### src/rtl/rot_intc_pkg.sv
package rot_intc_pkg;
  // setup byte fields
  localparam int CB_EN   = 3;
  localparam int CB_RISE = 5;
  localparam int CB_FALL = 6;
  localparam int DEST_W  = 3;
  localparam logic [DEST_W-1:0] DEST_IRQ = 3'd0;
  localparam logic [DEST_W-1:0] DEST_FIQ = 3'd1;

  // bus and register map
  localparam int BUS_W        = 32;
  localparam int LANES        = BUS_W / 8;
  localparam int PRIO_ROT_BIT = 6;
  localparam int A_PRIO_IRQ   = 'h20;
  localparam int A_PRIO_FIQ   = 'h24;
  localparam int A_CTRL_BASE  = 'h40;
  localparam int A_STAT_BASE  = 'h80;

  typedef logic [7:0] setup_t;

  function automatic logic cb_enabled(input setup_t b);
    return b[CB_EN];
  endfunction

  function automatic logic [DEST_W-1:0] cb_dest(input setup_t b);
    return b[DEST_W-1:0];
  endfunction

  function automatic logic cb_rise(input setup_t b);
    return b[CB_RISE];
  endfunction

  function automatic logic cb_fall(input setup_t b);
    return b[CB_FALL];
  endfunction
endpackage

### src/rtl/rot_intc_src_bank.sv
module rot_intc_src_bank #(
  parameter int NSRC = 64
) (
  input  logic            clk,
  input  logic            rst_n,
  input  logic [NSRC-1:0] src_in,
  input  logic [NSRC-1:0] rise_en,
  input  logic [NSRC-1:0] fall_en,
  input  logic [NSRC-1:0] ack,
  output logic [NSRC-1:0] pending
);
  for (genvar i = 0; i < NSRC; i++) begin : g_src
    logic s1, s2, s3, lat, evt;

    always_ff @(posedge clk or negedge rst_n) begin
      if (!rst_n) begin
        s1 <= 1'b0;
        s2 <= 1'b0;
        s3 <= 1'b0;
      end else begin
        s1 <= src_in[i];
        s2 <= s1;
        s3 <= s2;
      end
    end

    // edge event seen on the synchronized line
    assign evt = (rise_en[i] & s2 & ~s3) | (fall_en[i] & ~s2 & s3);

    // set beats clear so an edge in the clearing cycle is kept
    always_ff @(posedge clk or negedge rst_n) begin
      if (!rst_n)      lat <= 1'b0;
      else if (evt)    lat <= 1'b1;
      else if (ack[i]) lat <= 1'b0;
    end

    assign pending[i] = (rise_en[i] | fall_en[i]) ? lat : s2;

    a_r3_edge_latches: assert property (@(posedge clk) disable iff (!rst_n)
      evt |=> lat);
    a_r4_ack_clears: assert property (@(posedge clk) disable iff (!rst_n)
      (ack[i] && !evt) |=> !lat);
  end
endmodule

### src/rtl/rot_intc_arbiter.sv
module rot_intc_arbiter #(
  parameter int NSRC = 64,
  parameter int IDXW = $clog2(NSRC)
) (
  input  logic            clk,
  input  logic            rst_n,
  input  logic [NSRC-1:0] req,
  input  logic            rotate,
  input  logic [IDXW-1:0] last,
  output logic            any,
  output logic [IDXW-1:0] win
);
  localparam logic [IDXW-1:0] IDLE_IDX = IDXW'(NSRC - 1);

  logic [IDXW-1:0] start;
  logic [IDXW:0]   hit;

  // first requesting index at or after st, wrapping; top bit flags a find
  function automatic logic [IDXW:0] scan(input logic [NSRC-1:0] r,
                                         input logic [IDXW-1:0] st);
    logic [IDXW:0] res;
    res = {1'b0, IDLE_IDX};
    for (int k = NSRC - 1; k >= 0; k--) begin
      int p;
      p = int'(st) + k;
      if (p >= NSRC) p = p - NSRC;
      if (r[IDXW'(p)]) res = {1'b1, IDXW'(p)};
    end
    return res;
  endfunction

  assign start = !rotate ? '0 : ((last == IDLE_IDX) ? '0 : last + 1'b1);
  assign hit   = scan(req, start);
  assign any   = hit[IDXW];
  assign win   = hit[IDXW-1:0];

  a_r9_winner_requests: assert property (@(posedge clk) disable iff (!rst_n)
    any |-> req[win]);
  a_r9_idle_reads_63: assert property (@(posedge clk) disable iff (!rst_n)
    (req == '0) |-> (win == IDLE_IDX));
  a_r10_fixed_lowest: assert property (@(posedge clk) disable iff (!rst_n)
    (any && !rotate) |-> ((req & ~({NSRC{1'b1}} << win)) == '0));
endmodule

### src/rtl/rot_intc_regs.sv
module rot_intc_regs
  import rot_intc_pkg::*;
#(
  parameter int NSRC   = 64,
  parameter int ADDR_W = 8,
  parameter int IDXW   = $clog2(NSRC)
) (
  input  logic                  clk,
  input  logic                  rst_n,
  input  logic                  bus_wr,
  input  logic [ADDR_W-1:0]     bus_addr,
  input  logic [LANES-1:0]      bus_be,
  input  logic [BUS_W-1:0]      bus_wdata,
  output logic [BUS_W-1:0]      bus_rdata,
  input  logic [NSRC-1:0]       pending_i,
  input  logic [1:0][IDXW-1:0]  win_i,
  output logic [NSRC-1:0][7:0]  ctrl_o,
  output logic [1:0]            rot_o,
  output logic [NSRC-1:0]       ack_o,
  output logic [IDXW-1:0]       last_o
);
  localparam int WA_W  = ADDR_W - 2;
  localparam int NCW   = NSRC / LANES;
  localparam int NSW   = NSRC / BUS_W;
  localparam logic [WA_W-1:0] WA_PI = WA_W'(A_PRIO_IRQ / 4);
  localparam logic [WA_W-1:0] WA_PF = WA_W'(A_PRIO_FIQ / 4);
  localparam int WA_CB = A_CTRL_BASE / 4;
  localparam int WA_SB = A_STAT_BASE / 4;

  logic [WA_W-1:0] wa;
  logic            unused_addr_lsb;

  assign wa              = bus_addr[ADDR_W-1:2];
  assign unused_addr_lsb = ^bus_addr[1:0];

  function automatic logic [IDXW-1:0] top_idx(input logic [NSRC-1:0] v);
    logic [IDXW-1:0] r;
    r = '0;
    for (int i = 0; i < NSRC; i++)
      if (v[i]) r = IDXW'(i);
    return r;
  endfunction

  // setup bytes
  always_ff @(posedge clk or negedge rst_n) begin
    if (!rst_n) begin
      ctrl_o <= '0;
    end else if (bus_wr) begin
      for (int k = 0; k < NCW; k++)
        for (int b = 0; b < LANES; b++)
          if (wa == WA_W'(WA_CB + k) && bus_be[b])
            ctrl_o[LANES*k+b] <= bus_wdata[8*b +: 8];
    end
  end

  // rotation enables
  always_ff @(posedge clk or negedge rst_n) begin
    if (!rst_n) begin
      rot_o <= '0;
    end else if (bus_wr && bus_be[0]) begin
      if (wa == WA_PI) rot_o[0] <= bus_wdata[PRIO_ROT_BIT];
      if (wa == WA_PF) rot_o[1] <= bus_wdata[PRIO_ROT_BIT];
    end
  end

  // write-one-to-clear decode
  always_comb begin
    ack_o = '0;
    for (int w = 0; w < NSW; w++)
      for (int i = 0; i < BUS_W; i++)
        if (bus_wr && wa == WA_W'(WA_SB + w) && bus_be[i/8] && bus_wdata[i])
          ack_o[BUS_W*w+i] = 1'b1;
  end

  // last acknowledged line
  always_ff @(posedge clk or negedge rst_n) begin
    if (!rst_n)      last_o <= IDXW'(NSRC - 1);
    else if (|ack_o) last_o <= top_idx(ack_o);
  end

  // read mux
  always_comb begin
    bus_rdata = '0;
    if (wa == WA_PI) begin
      bus_rdata[IDXW-1:0]    = win_i[0];
      bus_rdata[PRIO_ROT_BIT] = rot_o[0];
    end
    if (wa == WA_PF) begin
      bus_rdata[IDXW-1:0]    = win_i[1];
      bus_rdata[PRIO_ROT_BIT] = rot_o[1];
    end
    for (int k = 0; k < NCW; k++)
      if (wa == WA_W'(WA_CB + k)) bus_rdata = ctrl_o[LANES*k+LANES-1 -: LANES];
    for (int w = 0; w < NSW; w++)
      if (wa == WA_W'(WA_SB + w)) bus_rdata = pending_i[BUS_W*w +: BUS_W];
  end

  a_r11_ptr_highest_ack: assert property (@(posedge clk) disable iff (!rst_n)
    (|ack_o) |=> (($past(ack_o) >> last_o) == NSRC'(1)));
endmodule

### src/rtl/rot_intc.sv
module rot_intc
  import rot_intc_pkg::*;
#(
  parameter int NSRC   = 64,
  parameter int ADDR_W = 8
) (
  input  logic              clk,
  input  logic              rst_n,
  input  logic [NSRC-1:0]   src_in,
  input  logic              bus_wr,
  input  logic [ADDR_W-1:0] bus_addr,
  input  logic [3:0]        bus_be,
  input  logic [31:0]       bus_wdata,
  output logic [31:0]       bus_rdata,
  output logic              irq_out,
  output logic              fiq_out
);
  localparam int IDXW = $clog2(NSRC);

  logic [NSRC-1:0][7:0] ctrl;
  logic [1:0]           rot;
  logic [NSRC-1:0]      ack, pending, rise_en, fall_en;
  logic [IDXW-1:0]      last;
  logic [1:0][NSRC-1:0] req;
  logic [1:0][IDXW-1:0] win;
  logic [1:0]           any;

  rot_intc_regs #(.NSRC(NSRC), .ADDR_W(ADDR_W), .IDXW(IDXW)) u_regs (
    .clk(clk), .rst_n(rst_n), .bus_wr(bus_wr), .bus_addr(bus_addr),
    .bus_be(bus_be), .bus_wdata(bus_wdata), .bus_rdata(bus_rdata),
    .pending_i(pending), .win_i(win), .ctrl_o(ctrl), .rot_o(rot),
    .ack_o(ack), .last_o(last)
  );

  rot_intc_src_bank #(.NSRC(NSRC)) u_bank (
    .clk(clk), .rst_n(rst_n), .src_in(src_in), .rise_en(rise_en),
    .fall_en(fall_en), .ack(ack), .pending(pending)
  );

  for (genvar i = 0; i < NSRC; i++) begin : g_dec
    logic qual;
    logic unused_bits;
    assign rise_en[i]  = cb_rise(ctrl[i]);
    assign fall_en[i]  = cb_fall(ctrl[i]);
    assign qual        = pending[i] & cb_enabled(ctrl[i]);
    assign req[0][i]   = qual & (cb_dest(ctrl[i]) == DEST_IRQ);
    assign req[1][i]   = qual & (cb_dest(ctrl[i]) == DEST_FIQ);
    assign unused_bits = ctrl[i][7] ^ ctrl[i][4];
  end

  for (genvar d = 0; d < 2; d++) begin : g_arb
    rot_intc_arbiter #(.NSRC(NSRC), .IDXW(IDXW)) u_arb (
      .clk(clk), .rst_n(rst_n), .req(req[d]), .rotate(rot[d]),
      .last(last), .any(any[d]), .win(win[d])
    );
  end

  assign irq_out = any[0];
  assign fiq_out = any[1];

  a_r7_irq_winner_enabled: assert property (@(posedge clk) disable iff (!rst_n)
    irq_out |-> ctrl[win[0]][CB_EN]);
  a_r7_fiq_winner_enabled: assert property (@(posedge clk) disable iff (!rst_n)
    fiq_out |-> ctrl[win[1]][CB_EN]);
  a_r8_winner_dest_irq: assert property (@(posedge clk) disable iff (!rst_n)
    irq_out |-> (ctrl[win[0]][2:0] == DEST_IRQ && pending[win[0]]));
  a_r8_winner_dest_fiq: assert property (@(posedge clk) disable iff (!rst_n)
    fiq_out |-> (ctrl[win[1]][2:0] == DEST_FIQ && pending[win[1]]));
endmodule

### config.mk
export PLATFORM = sky130hd
export DESIGN_NAME = rot_intc
export DESIGN_NICKNAME = d
export VERILOG_FILES = /design/src/rtl/rot_intc_pkg.sv /design/src/rtl/rot_intc_src_bank.sv /design/src/rtl/rot_intc_arbiter.sv /design/src/rtl/rot_intc_regs.sv /design/src/rtl/rot_intc.sv
export SDC_FILE = /design/constraint.sdc
export NUM_CORES = 2
export LEC_CHECK = 0
export BUFFER_PORTS_ARGS = -buffer_cell sky130_fd_sc_hd__buf_2
export CORE_MARGIN = 3
export CORE_UTILIZATION = 40
export CTS_CLUSTER_DIAMETER = 100
export DETAILED_ROUTE_END_ITERATION = 8
export PLACE_DENSITY = 0.56
export SLEW_MARGIN = 25
export SYNTH_ARGS = -nofsm -noshare
export SYNTH_HDL_FRONTEND = slang
export SYNTH_SLANG_ARGS = --single-unit
export TNS_END_PERCENT = 20
### constraint.sdc
create_clock -name clk -period 17.4 [get_ports clk]
set_input_delay 1.74 -clock clk [delete_from_list [all_inputs] [get_ports clk]]
set_output_delay 1.74 -clock clk [all_outputs]
set_load 0.05 [all_outputs]
# Yosys cells after proc, flatten, opt, wreduce, memory -nomap -nowiden
# Index checks and enable logic that the tools add are counted.
# totals
ff_bits	776
out_inout_bits	34
# classes
n_addsub	255
n_lt_le_gt_ge	256
n_eq_ne	85
mux	982
bitwise	704
reduce_logical	334
# op_table
cell	n
6-bit by 8-bit < comparator with 1-bit output (second input constant)	128
6-bit two-way mux	163
7-bit two-way mux	130
7-bit greater-or-equal comparator (second input constant)	126
1-bit binary-select mux with 6-bit select	128
6-bit by 1-bit subtractor with 6-bit output (second input constant)	128
32-bit two-way mux	18
1-bit two-way mux	513
6-bit by 6-bit adder with 7-bit output (second input constant)	64
1-bit bitwise AND	448
6-bit by 5-bit adder with 7-bit output (second input constant)	32
3-bit by 1-bit == test with 1-bit output (second input constant)	64
3-bit logical NOT	64
1-bit logical AND	139
2-bit AND reduction	66
1-bit NOT	128
1-bit OR	128
2-bit nonzero test	64
6-bit by 4-bit adder with 7-bit output (second input constant)	16
6-bit by 5-bit == test with 1-bit output (second input constant)	16
5-bit two-way mux	16
64-bit OR reduction	1
6-bit by 3-bit adder with 7-bit output (second input constant)	8
4-bit two-way mux	8
other kinds (8)	20

# Logic depth before layout (Yosys ltp)
# depth
word_depth	93
depth_mapped	29
mapped_depth_nobuf	21

# Modules after synthesis
# From an unflattened synthesis, not the netlist that was laid out.
# hier_totals
hier_cells	6695
hier_area_um2	64045.2
# by_module_without_submodules
mod	instances	cells_per_inst	area_per_inst_um2	seq_area_each_um2
rot_intc_regs	1	2280	25909.8	13020.0
rot_intc_arbiter (g_arb[0].u_arb)	1	1846	14303.7	0.0
rot_intc_arbiter (g_arb[1].u_arb)	1	1737	13331.5	0.0
rot_intc_src_bank	1	640	8898.5	6406.1
rot_intc	1	192	1601.5	0.0

# Worst setup path before layout
# Ideal clock, no wire load.
# synth_timing
kind	register to output
startpoint	register u_regs.last_o[1]
endpoint	output port bus_rdata[5]
t_arrival_ns	7.236
required_ns	15.660
slack_ns	8.424
stages_incl_launch_ff	29
n_path_buf	10
path_cell_list	dfstp_2 ha_1 buf_2 nand2_1 inv_2 buf_2 buf_1 clkbuf_1 clkbuf_1 clkbuf_1 ha_1 inv_1 a2111o_1 a211o_1 clkbuf_1 and2_0 clkbuf_1 clkbuf_1 buf_1 o211a_1 or4_1 a211oi_1 o41a_1 o311ai_0 a211oi_1 a211oi_1 o21ai_0 a21oi_1 a31oi_1
# synth_via
elab_chain_len	93
word_cells_on_any_way	1047
# synth_rtl
element	line_no	rtl
start: declaration	rot_intc_regs.sv:20	output logic [IDXW-1:0] last_o
start signal: assignment	rot_intc_regs.sv:77	if (!rst_n) last_o <= IDXW'(NSRC - 1);
start signal: assignment	rot_intc_regs.sv:78	else if (|ack_o) last_o <= top_idx(ack_o);
6-bit by 1-bit adder with 6-bit output / 6-bit == test (equally long branches)	rot_intc_arbiter.sv:32	assign start = !rotate ? '0 : ((last == IDLE_IDX) ? '0 : last + 1'b1);
6-bit two-way mux *	rot_intc_arbiter.sv:32	
6-bit two-way mux	rot_intc_arbiter.sv:32	
6-bit by 6-bit adder with 7-bit output	rot_intc_arbiter.sv:25	p = int'(st) + k;
6-bit by 1-bit subtractor with 6-bit output / 7-bit greater-or-equal comparator (equally long branches)	rot_intc_arbiter.sv:26	if (p >= NSRC) p = p - NSRC;
6-bit two-way mux	rot_intc_arbiter.sv:26	
1-bit binary-select mux with 6-bit select	rot_intc_arbiter.sv:27	if (r[IDXW'(p)]) res = {1'b1, IDXW'(p)};
1-bit two-way mux (not written as such) (2 in a row)	rot_intc_arbiter.sv:27	
7-bit two-way mux (64 in a row)	rot_intc_arbiter.sv:27	
7-bit two-way mux	rot_intc_regs.sv:84	if (wa == WA_PI) begin
7-bit two-way mux *	rot_intc_regs.sv:88	if (wa == WA_PF) begin
32-bit two-way mux * (16 in a row)	rot_intc_regs.sv:93	if (wa == WA_W'(WA_CB + k)) bus_rdata = ctrl_o[LANES*k+LANES-1 -: LANES];
32-bit two-way mux * (2 in a row)	rot_intc_regs.sv:95	if (wa == WA_W'(WA_SB + w)) bus_rdata = pending_i[BUS_W*w +: BUS_W];
end: declaration	rot_intc.sv:14	output logic [31:0] bus_rdata,
# Every way passes the cells marked *; elsewhere a longest branch is shown, timed or not. The select of a mux whose other input is x is not followed.

# Worst setup path in the final report
# layout_timing
startpoint	register u_regs.last_o[0]
endpoint	output port bus_rdata[2]
# The elaborated chain is that of the path after synthesis.

==> impl_metrics.yaml <==
outcome:
  outcome: "completed"
routing:
  drc: 0
  route.vias.total: 65600
  routed_via_density: 7.30
  wire_per_inst_um: 40.2
  first_pass_iters: 9
  routed_wirelength_um: 361000
  drt-initial-drc-count: 9542
  ant_nets: 0
clock_tree:
  cts_tree: "done"
  clk-insertion-delay-late_ns: 0.68
  postCtsResizedCells: 0
  numCtsBuffers: 76
  path_clk_slew_ns: 0.07
  cts_setup_buffers: 0
  h-tree-depth: 3
  clock_sinks: 776
  ctsHoldBuffers: 0
  clk_path_buf_depth: 3
  clockRootBuffer: "clkbuf_16"
logic_synthesis:
  synth-xor-area-share_pct: 1.92
  synth_ff_type: "dfrtp_1"
  syn_area_sq_mm: 0.0634
  synth_adder_area_share_pct: 0.592
  yosys.area.top_type: "dfrtp_1"
  synth_cell_types: 101
  synth_compound_gate_area_share_pct: 23.4
  ys.warnings.count: 0
  synth_seq_cells: 776
  synth_top_cell_area_share_pct: 30.4
  yosysSeqAreaShare_pct: 30.6
  muxShareOfSynthArea_pct: 23.9
  syn_inst: 6783
  synthArstFlopShare_pct: 100
  synth_edf_count: 0
  avgSynthCellArea_sq_um: 9.35
  synth_top_family_by_area: "multiplexers"
  synth_area_leaders: "dfrtp_1, mux2_2, mux4_2, mux2i_1, nand2_1"
  synth_nets: 6924
  synthSimpleGateAreaFrac_pct: 16.1
sta:
  fin_crit_sh_pct: 70.9
  timing.fmax_mhz: 81.1
  rsz0062_at_grt: "false"
  slew_violations: 0
  fin_worst_skew_ns: 0.0154
  finalHoldViolCount: 0
  timing.setup.tns_ns: 0
  finalCriticalPeriod_ns: 12.34
  worst_pin_slew_ns: 1.23
  setup_slack_ns: 5.06
  setup_viol: 0
  slew_headroom_pct: 17.0
setup_path:
  timing.rr.start: "u_regs.rot_o[1]"
  cp-end-kind: "primary output"
  crit_type: "reg2out"
  r2r-end: "u_regs.rot_o[1]"
  reg2reg_depth: 3
  worstPathRequired_ns: 15.66
  reg2reg_setup_slack_ns: 15.63
  start_kind: "flop"
  crit_arrival_ns: 10.60
  cp_max_fo: 39
global_routing:
  grt_pass1_wl_um: 493000
  grt_pass1_vias: 60500
  grt_max_degree: 162
  grt_overflow: 0
  antenna_found_initial: 23
  track_usage_pct: 42.9
min_path:
  holdPathEnd: "u_bank.g_src[35].s2"
  hold_start: "u_bank.g_src[35].s1"
  worstHoldPathCells: 0
  min_path_type: "reg2reg"
floorplan:
  start_util_pct: 40.4
  die_w_um: 404
  rows: 145
  die_area_sq_mm: 0.163
  core_sq_mm: 0.157
  pin_count: 145
  die_height_um: 404
place:
  place_area_sq_mm: 0.0679
  dp_hpwl_um: 280000
  numPortBuffers: 142
  finalWeightedCongestion: 1.10
  post-place-ws_ns: 6.16
cells_and_area:
  final_nets: 6993
  drive_gt1_share_pct: 23.5
  area_delta_synth_final_pct: 11.5
  final_design_area_no_fill_sq_mm: 0.0707
power:
  power_density_mw_per_mm2: 144
  p_leak_nw: 28.5
  ir_drop_mv: 0.137
run:
  cap_violations: 0
-- per-stage QoR --
step / util [%] / cells / total power, mW / hold WS, ns
after floorplan: - / 6783 / 5.80 / 0.331
after global placement: 43.2 / 8826 / 8.15 / 0.332
after detailed placement: 43.3 / 8827 / 8.18 / 0.335
after CTS: 45.0 / 8967 / 9.96 / 0.340
after global routing: 45.1 / 8972 / 10.5 / 0.346
final: 45.1 / 8982 / 10.2 / 0.338
-- power by group --
part	internal [mW]	switching [mW]	total, mW
Sequential	1.96	0.175	2.14
Clock	0.999	0.772	1.77
Combinational	1.97	4.34	6.30
Total	4.93	5.29	10.2
-- flip-flops by register name (all words and copies together) (netlist names) --
name              count
u_bank.g_src.lat     64
u_bank.g_src.s1      64
u_bank.g_src.s2      64
u_bank.g_src.s3      64
u_regs.ctrl_o       512
u_regs.last_o         6
u_regs.rot_o          2
-- cells in the final DEF, fill, tap and decap left out, drive strengths merged, types with 113 or more instances in the layout --
cell and count:
dfrtp 770, nand2 725, mux2 557, nor2 476, buf 432, o21ai 416
a21oi 297, mux2i 295, mux4 263, nand3 178, o211ai 159, nand2b 132
xnor2 128, a2111oi 117, a211oi 113
-- Yosys cell counts, types with 23 or more instances --
cell       count
dfrtp_1      770
nand2_1      725
mux2_2       557
nor2_1       475
o21ai_0      400
clkbuf_1     345
a21oi_1      296
mux2i_1      295
mux4_2       263
nand3_1      178
o211ai_1     159
nand2b_1     132
xnor2_1      125
a2111oi_0    116
a211oi_1     112
o22ai_1      102
nor3_1        94
a22oi_1       92
nand4_1       92
inv_1         86
a221oi_1      78
a2111o_1      68
a211o_1       63
or3b_2        62
a222oi_1      61
a31oi_1       55
and2_1        52
a21o_1        51
a22o_1        48
nand3b_1      48
and3_1        43
buf_2         42
nor4_1        41
buf_1         39
a21boi_0      34
a221o_1       31
nor2b_1       31
ha_1          30
o31ai_1       30
o221ai_1      29
o2111ai_1     28
or3_1         28
o21a_1        23
-- worst max-delay path, stage by stage (launching register included) --
cell      delay [ns]
dfstp_2         0.95
ha_1            0.50
nand2_2         0.07
buf_4           0.35
inv_2           0.81
buf_4           0.50
ha_1            0.25
clkinv_1        0.49
o211ai_1        0.60
nand2_1         0.75
a211oi_1        0.59
nor2_1          0.13
mux2_2          0.38
a21oi_2         0.47
nand4_1         0.32
nor3_1          0.27
o211ai_1        0.20
a211oi_1        0.39
a21oi_1         0.23
o211ai_1        0.76
a31o_1          0.47
buf_2           0.34
-- per-layer routing --
layer	track usage, %	wire length (um)
met2	62.2	150000
met5	0	72
met3	9.11	38200
met4	33.4	35000
met1	55.5	137000
-- cell type report --
class	count	area (sq um)
fillers	15300	86200
clock inverters	39	494
multi-input cells	5464	42700
clock buffers	101	2150
diodes	10	25.0
well taps	2058	2570
inverters	99	374
flip-flops and latches	776	19400
repair buffers	435	2960
-- logic make-up (layout without fill, tap and decap cells) --
kind of cell	after synthesis	count (layout)
mux	1115	1115
other cells	0	10
flops	776	776
fa+ha+maj	30	30
buf+inv	543	674
simple gates	2107	2107
xor+xnor	135	135
compound gates	2077	2077
-- how the worst max path moves through the flow --
stage                               to              from  cells after the start  slack [ns]
final                     bus_rdata[2]  u_regs.last_o[0]                     21        5.06
after global routing      bus_rdata[2]  u_regs.last_o[0]                     21        5.04
after CTS                 bus_rdata[2]  u_regs.last_o[0]                     23        5.41
after detailed placement  bus_rdata[2]  u_regs.last_o[0]                     23        6.16
after global placement    bus_rdata[2]  u_regs.last_o[0]                     23        6.19
after floorplan           bus_rdata[5]  u_regs.last_o[1]                     28        8.42
No activity file was read; power rests on OpenSTA's default activity.
